===== src/rtl/wdt_pkg.sv =====
package wdt_pkg;
  localparam int DATA_W = 32;

  localparam logic [3:0] OFS_CTRL  = 4'h0;
  localparam logic [3:0] OFS_CNT   = 4'h4;
  localparam logic [3:0] OFS_TOVAL = 4'h8;

  localparam int B_CMD32 = 13;
  localparam int B_UNL   = 11;
  localparam int B_RCS   = 10;
  localparam int B_SELLO = 8;
  localparam int B_EN    = 7;
  localparam int B_UPD   = 5;

  localparam logic [31:0] KEY_UNLOCK32  = 32'hD928_C520;
  localparam logic [31:0] KEY_REFRESH32 = 32'hB480_A602;
  localparam logic [15:0] KEY_UNL_A = 16'hC520;
  localparam logic [15:0] KEY_UNL_B = 16'hD928;
  localparam logic [15:0] KEY_REF_A = 16'hA602;
  localparam logic [15:0] KEY_REF_B = 16'hB480;

  typedef enum logic [1:0] {
    KS_IDLE     = 2'd0,
    KS_UNL_HALF = 2'd1,
    KS_REF_HALF = 2'd2
  } key_state_e;
endpackage


===== src/rtl/wdt_key_seq.sv =====
module wdt_key_seq
  import wdt_pkg::*;
(
  input  logic        clk,
  input  logic        rst_n,
  input  logic        key_wr,
  input  logic        mode32,
  input  logic [31:0] data,
  output logic        unlock_hit,
  output logic        refresh_hit
);
  key_state_e st_q, st_d;

  always_comb begin
    st_d        = st_q;
    unlock_hit  = 1'b0;
    refresh_hit = 1'b0;
    if (key_wr) begin
      if (mode32) begin
        st_d        = KS_IDLE;
        unlock_hit  = (data == KEY_UNLOCK32);
        refresh_hit = (data == KEY_REFRESH32);
      end else if (data == {16'h0, KEY_UNL_A}) begin
        st_d = KS_UNL_HALF;
      end else if (data == {16'h0, KEY_REF_A}) begin
        st_d = KS_REF_HALF;
      end else begin
        st_d        = KS_IDLE;
        unlock_hit  = (st_q == KS_UNL_HALF) && (data == {16'h0, KEY_UNL_B});
        refresh_hit = (st_q == KS_REF_HALF) && (data == {16'h0, KEY_REF_B});
      end
    end
  end

  always_ff @(posedge clk or negedge rst_n) begin
    if (!rst_n) st_q <= KS_IDLE;
    else        st_q <= st_d;
  end
endmodule


===== src/rtl/wdt_cfg_win.sv =====
module wdt_cfg_win #(
  parameter int WIN_CYC = 128
) (
  input  logic clk,
  input  logic rst_n,
  input  logic unlock_hit,
  input  logic ctrl_wr,
  input  logic upd_after,
  output logic unlock_eff,
  output logic win_open,
  output logic frozen
);
  localparam int WIN_W = $clog2(WIN_CYC + 1);

  logic             open_q, open_d;
  logic             frz_q, frz_d;
  logic [WIN_W-1:0] left_q, left_d;

  assign unlock_eff = unlock_hit && !frz_q;
  assign win_open   = open_q;
  assign frozen     = frz_q;

  always_comb begin
    open_d = open_q;
    frz_d  = frz_q;
    left_d = left_q;
    if (unlock_eff) begin
      open_d = 1'b1;
      left_d = WIN_W'(WIN_CYC - 1);
    end else if (open_q) begin
      if (ctrl_wr || left_q == '0) begin
        open_d = 1'b0;
        frz_d  = !upd_after;
      end else begin
        left_d = left_q - WIN_W'(1);
      end
    end
  end

  always_ff @(posedge clk or negedge rst_n) begin
    if (!rst_n) begin
      open_q <= 1'b0;
      frz_q  <= 1'b0;
      left_q <= '0;
    end else begin
      open_q <= open_d;
      frz_q  <= frz_d;
      left_q <= left_d;
    end
  end
endmodule


===== src/rtl/wdt_counter.sv =====
module wdt_counter #(
  parameter int CNT_W   = 24,
  parameter int NUM_SRC = 4,
  localparam int SEL_W  = $clog2(NUM_SRC)
) (
  input  logic             clk,
  input  logic             rst_n,
  input  logic             en,
  input  logic [SEL_W-1:0] sel,
  input  logic [NUM_SRC-1:0] tick,
  input  logic             refresh,
  input  logic [CNT_W-1:0] limit,
  output logic [CNT_W-1:0] cnt,
  output logic             expire
);
  logic [CNT_W-1:0] cnt_q, cnt_d, cnt_inc;
  logic             exp_q, exp_d;
  logic             tick_sel;

  assign tick_sel = tick[sel];
  assign cnt_inc  = cnt_q + CNT_W'(1);
  assign cnt      = cnt_q;
  assign expire   = exp_q;

  always_comb begin
    cnt_d = cnt_q;
    exp_d = 1'b0;
    if (refresh) begin
      cnt_d = '0;
    end else if (en && tick_sel) begin
      if (cnt_inc == limit) begin
        cnt_d = '0;
        exp_d = 1'b1;
      end else begin
        cnt_d = cnt_inc;
      end
    end
  end

  always_ff @(posedge clk or negedge rst_n) begin
    if (!rst_n) begin
      cnt_q <= '0;
      exp_q <= 1'b0;
    end else begin
      cnt_q <= cnt_d;
      exp_q <= exp_d;
    end
  end
endmodule


===== src/rtl/wdt_keyguard.sv =====
module wdt_keyguard
  import wdt_pkg::*;
#(
  parameter int          ADDR_W    = 4,
  parameter int          CNT_W     = 24,
  parameter int          NUM_SRC   = 4,
  parameter int          WIN_CYC   = 128,
  parameter logic [31:0] TOVAL_RST = 32'd60000
) (
  input  logic              clk,
  input  logic              rst_n,
  input  logic              wr_en,
  input  logic [ADDR_W-1:0] wr_addr,
  input  logic [31:0]       wr_data,
  input  logic [ADDR_W-1:0] rd_addr,
  output logic [31:0]       rd_data,
  input  logic [NUM_SRC-1:0] tick_i,
  output logic              wdog_rst_o
);
  localparam int SEL_W = $clog2(NUM_SRC);

  logic rst_meta_q, rst_s_n;
  always_ff @(posedge clk or negedge rst_n) begin
    if (!rst_n) begin
      rst_meta_q <= 1'b0;
      rst_s_n    <= 1'b0;
    end else begin
      rst_meta_q <= 1'b1;
      rst_s_n    <= rst_meta_q;
    end
  end

  logic             cmd32_q, cmd32_d;
  logic [SEL_W-1:0] sel_q, sel_d;
  logic             en_q, en_d;
  logic             upd_q, upd_d;
  logic             rcs_q, rcs_d;
  logic             wr_seen_q;
  logic [CNT_W-1:0] toval_q, toval_d;

  logic key_wr, ctrl_wr, toval_wr, upd_after;
  logic unlock_hit, refresh_hit, unlock_eff, win_open, frozen;
  logic [CNT_W-1:0] cnt;

  assign key_wr   = wr_en && (wr_addr == ADDR_W'(OFS_CNT));
  assign ctrl_wr  = wr_en && win_open && (wr_addr == ADDR_W'(OFS_CTRL));
  assign toval_wr = wr_en && win_open && (wr_addr == ADDR_W'(OFS_TOVAL));
  assign upd_after = ctrl_wr ? wr_data[B_UPD] : upd_q;

  wdt_key_seq u_keys (
    .clk(clk), .rst_n(rst_s_n), .key_wr(key_wr), .mode32(cmd32_q),
    .data(wr_data), .unlock_hit(unlock_hit), .refresh_hit(refresh_hit)
  );

  wdt_cfg_win #(.WIN_CYC(WIN_CYC)) u_win (
    .clk(clk), .rst_n(rst_s_n), .unlock_hit(unlock_hit), .ctrl_wr(ctrl_wr),
    .upd_after(upd_after), .unlock_eff(unlock_eff), .win_open(win_open),
    .frozen(frozen)
  );

  wdt_counter #(.CNT_W(CNT_W), .NUM_SRC(NUM_SRC)) u_cnt (
    .clk(clk), .rst_n(rst_s_n), .en(en_q), .sel(sel_q), .tick(tick_i),
    .refresh(refresh_hit), .limit(toval_q), .cnt(cnt), .expire(wdog_rst_o)
  );

  always_comb begin
    cmd32_d = cmd32_q;
    sel_d   = sel_q;
    en_d    = en_q;
    upd_d   = upd_q;
    toval_d = toval_q;
    rcs_d   = rcs_q;
    if (ctrl_wr) begin
      cmd32_d = wr_data[B_CMD32];
      sel_d   = wr_data[B_SELLO +: SEL_W];
      en_d    = wr_data[B_EN];
      upd_d   = wr_data[B_UPD];
    end
    if (toval_wr) toval_d = wr_data[CNT_W-1:0];
    if (unlock_eff)     rcs_d = 1'b0;
    else if (wr_seen_q) rcs_d = 1'b1;
  end

  always_ff @(posedge clk or negedge rst_s_n) begin
    if (!rst_s_n) begin
      cmd32_q   <= 1'b0;
      sel_q     <= '0;
      en_q      <= 1'b0;
      upd_q     <= 1'b1;
      rcs_q     <= 1'b0;
      wr_seen_q <= 1'b0;
      toval_q   <= TOVAL_RST[CNT_W-1:0];
    end else begin
      cmd32_q   <= cmd32_d;
      sel_q     <= sel_d;
      en_q      <= en_d;
      upd_q     <= upd_d;
      rcs_q     <= rcs_d;
      wr_seen_q <= ctrl_wr;
      toval_q   <= toval_d;
    end
  end

  logic [31:0] ctrl_word;
  always_comb begin
    ctrl_word                      = '0;
    ctrl_word[B_CMD32]             = cmd32_q;
    ctrl_word[B_UNL]               = win_open;
    ctrl_word[B_RCS]               = rcs_q;
    ctrl_word[B_SELLO +: SEL_W]    = sel_q;
    ctrl_word[B_EN]                = en_q;
    ctrl_word[B_UPD]               = upd_q;
    case (rd_addr)
      ADDR_W'(OFS_CTRL):  rd_data = ctrl_word;
      ADDR_W'(OFS_CNT):   rd_data = 32'(cnt);
      ADDR_W'(OFS_TOVAL): rd_data = 32'(toval_q);
      default:            rd_data = '0;
    endcase
  end
endmodule


===== config.mk =====
export PLATFORM = sky130hd
export DESIGN_NAME = wdt_keyguard
export DESIGN_NICKNAME = d
export VERILOG_FILES = /design/src/rtl/wdt_pkg.sv /design/src/rtl/wdt_key_seq.sv /design/src/rtl/wdt_cfg_win.sv /design/src/rtl/wdt_counter.sv /design/src/rtl/wdt_keyguard.sv
export SDC_FILE = /design/constraint.sdc
export NUM_CORES = 1
export LEC_CHECK = 0
export CORE_MARGIN = 1.5
export CORE_UTILIZATION = 25
export DETAILED_ROUTE_END_ITERATION = 10
export HOLD_SLACK_MARGIN = 0.02
export PLACE_DENSITY = 0.47
export SKIP_CTS_REPAIR_TIMING = 1
export SYNTH_ARGS = -nofsm -noshare
export SYNTH_HDL_FRONTEND = slang
export SYNTH_SLANG_ARGS = --single-unit

===== constraint.sdc =====
create_clock -name clk -period 2.8 [get_ports clk]
set_input_delay 0.28 -clock clk [delete_from_list [all_inputs] [get_ports clk]]
set_output_delay 0.28 -clock clk [all_outputs]
set_load 0.005 [all_outputs]

==> qor.txt <==
NetSw -> 0.615 mW
final worst slack -> -70.1 ps
Seq/Total Area, Yosys -> 38.0%
clk slew on worst S/H paths -> 60 ps
slew margin rel. -> 64.4%
via count -> 4449
Synth Area in Simple Gates -> 26.0%
starting DRC count in detailed routing -> 268
met3 Resource Use GR -> 2.44%
largest net degree at the start of global routing -> 69
final instance area -> 6660 sq um
end point of the critical path -> u_cnt.cnt[6]
GPL Wtd Cong -> 0.919
initial antenna violation count -> 0
mux contribution to synthesized area -> 6.50%
FF-to-FF setup slack -> -70 ps
Crit Path Class -> reg -> reg
CTS Buf Count -> 9
synth-to-layout area growth -> 43.6%
vias in the first global route -> 4388
main combinational cell family by area after synthesis -> simple AND/OR/NAND/NOR gates
Final setup viols -> 21
commonest cells after routing, fill and taps aside -> buf_4, clkdlybuf4s50_1, dfrtp_1
global-route wire length before repair -> 23800 um
Nets -> 698
Rows -> 49
total grt overflow -> 0
Critical Path RT -> 3020 ps
worst hold path class -> in -> async
layout cell share with drive strength beyond 1 -> 26.8%
I/O pin cnt -> 80
Peak VDD IR -> 297 uV
root buf cell -> clkbuf_16
power per cell area -> 385 nW/um^2
worst path bufs/invs -> 1
Seq cells post-synth -> 70
Routed Antenna Nets -> 0
fmax -> 348 MHz
H-tree depth -> 3
die area -> 19400 sq um
status -> finished, violations left
most common cell after layout, fill and taps aside -> buf_4
DRT Wirelength -> 15100 um
CP dominant cell by count -> or4_4
GR peak layer -> met2
diode count -> 0
CTS sink count -> 70
core area -> 18100 sq um
CP max-delay cell -> or4_4
pre-CTS WS -> -266 ps
Logic pwr share -> 9.5%
launching element type of the critical path -> register
TritonCTS clock tree -> done
Worst Skew -> 11.0 ps
# DRC -> 8
Area after DPL -> 6250 sq um
worst-path cell chain -> ha_4 -> nand3_4 -> or4_4 -> or4_4 -> a22oi_2 -> nand4_2 -> o41ai_4 -> buf_12 -> nor3_1
reg2reg start -> u_cnt.cnt[1]
CP peak stage delay -> 550 ps
worst skew pair latency -> 350 ps
Die X -> 139 um
Tightest Pin Transition -> 535 ps
FF-to-FF End -> u_cnt.cnt[6]
Period minus WS final -> 2870 ps
met2 Track Usage GR -> 25.5%
Netlist cell types -> 61
Register-to-Register Path Depth -> 9
clock network fraction of total power -> 50.1%
switching power share of the total -> 24.0%
number of cells produced by synthesis -> 503
Primary FF master, synth -> dfrtp_1
vias per cell -> 5.04
Largest delay share family, worst path -> simple AND/OR/NAND/NOR gates
synthesized area -> 4640 sq um
GR Util All Layers -> 15.9%
Max Slew Vio Count -> 0
Hold Fails Final Rpt -> 0
drt wl/cell -> 17.2 um
Synth Area in Compound Gates -> 12.8%
leakage -> 2.93 nW
M1 GR Usage -> 21.7%
crit share post-route -> 103%
Die Height -> 139 um
Pre-Repair DR Iteration Count -> 9
adder-cell area share of the yosys netlist -> 0.809%
part of the power in registers -> 40.4%
Initial Util -> 25.7%
Max-Cap Viols -> 0
Mean Syn Cell Area -> 9.22 sq um
hold slack -> 97.1 ps
Async SR Flop Fraction -> 100%
cell internal pwr -> 1.95 mW
CTS Buffer Depth -> 2
hpwl dp -> 11900 um
Arr. time, crit path -> 3090 ps
post-synthesis xor/xnor area fraction -> 10.0%
CP endpoint kind -> register
worst-path fanout max -> 12
EDFF count, synth -> 0
critical path depth in cells -> 9
RSZ-0062 raised after global routing -> yes
failing checks -> DRC, setup timing
Yosys warning count -> 0
crit path from -> u_cnt.cnt[1]
Port-buffer cells -> 71
## power groups by stage
stage	logic, mW	registers (mW)	clock network (mW)
final	0.243	1.04	1.29
after floorplan	0.0783	1.07	0
after detailed placement	0.235	1.05	0
after CTS	0.236	1.04	1.31
after global placement	0.234	1.05	0
after global routing	0.265	1.04	1.35
## worst min-delay path by stage
stage / startpoint / endpoint / slack (ps) / depth (start not counted)
after global routing: rst_n / rst_meta_q / 90 / 1
final: rst_n / rst_meta_q / 100 / 1
after detailed placement: rst_s_n / toval_q[19] / 310 / 1
after floorplan: rst_n / rst_meta_q / -20 / 0
after CTS: rst_n / rst_meta_q / 90 / 1
after global placement: rst_s_n / toval_q[23] / 300 / 1
## per-layer routing
layer  vias up  wire [um]
met5         -          0
met4         0        288
met3        19        678
met2       122       7130
met1      2198       7030
li1       2110          -
## synth_stat cells, drive strengths merged (6+ instances only)
cell    count  area, sq um
buf        22          150
nor3       13         65.1
or4         8         63.8
a222oi      7         70.1
nand4      19          140
inv        17         63.8
a22o       18          158
xnor2      27          236
o21ai      13         65.1
nand2      54          203
xor2       26          228
nor4b       7         61.3
nand3      21          115
nor4       16          121
and2        7         43.8
mux2       25          282
a21oi       6         30.0
dfstp       8          210
and3        6         37.5
clkbuf     14         52.6
nor2       42          158
dfrtp      62         1550
## final cells by class
cell class,count,area (sq um)
clock buffer,9,225
fill,1833,11400
inverter,17,63.8
sequential,70,1770
tap,229,287
timing repair buffer,163,1480
multi-input combinational,387,2740
clock inverter,7,105
## per-stage QoR
| stage | cells | total power, mW | setup TNS, ps | utilization, % |
|---|---|---|---|---|
| 2_1_floorplan | 510 | 1.15 | 0 | - |
| 3_3_place_gp | 865 | 1.29 | -4320 | 34.6 |
| 3_5_place_dp | 865 | 1.29 | -6080 | 34.6 |
| 4_1_cts | 881 | 2.58 | -5760 | 36.4 |
| 5_1_grt | 882 | 2.65 | -3550 | 36.8 |
| 6_report | 882 | 2.56 | -1030 | 36.8 |
## cells by family (layout without fill, tap and decap cells)
family	Yosys count	count (layout)
flops	70	70
xor+xnor	53	53
compound gates	76	76
buf+inv	53	196
other cells	2	9
simple gates	219	219
fa+ha+maj	3	3
mux	27	27
## sequential cells by signal, summed over array words and instances (netlist names)
name	flops
u_cnt.cnt	24
rst_meta_q	1
u_win.win_open	1
u_win.left_q	8
upd_q	1
wr_seen_q	1
toval_q	24
u_cnt.expire	1
cmd32_q	1
rcs_q	1
en_q	1
sel_q	2
rst_s_n	1
u_win.frozen	1
u_keys.st_q	2
## worst reg2reg max path, stage by stage (launching register included)
cell and delay [ps]:
dfrtp_1 390, ha_4 190, nand3_4 120, or4_4 470, or4_4 550, a22oi_2 200
nand4_2 140, o41ai_4 410, buf_12 190, nor3_1 60
No activity file was read; power rests on OpenSTA's default activity.
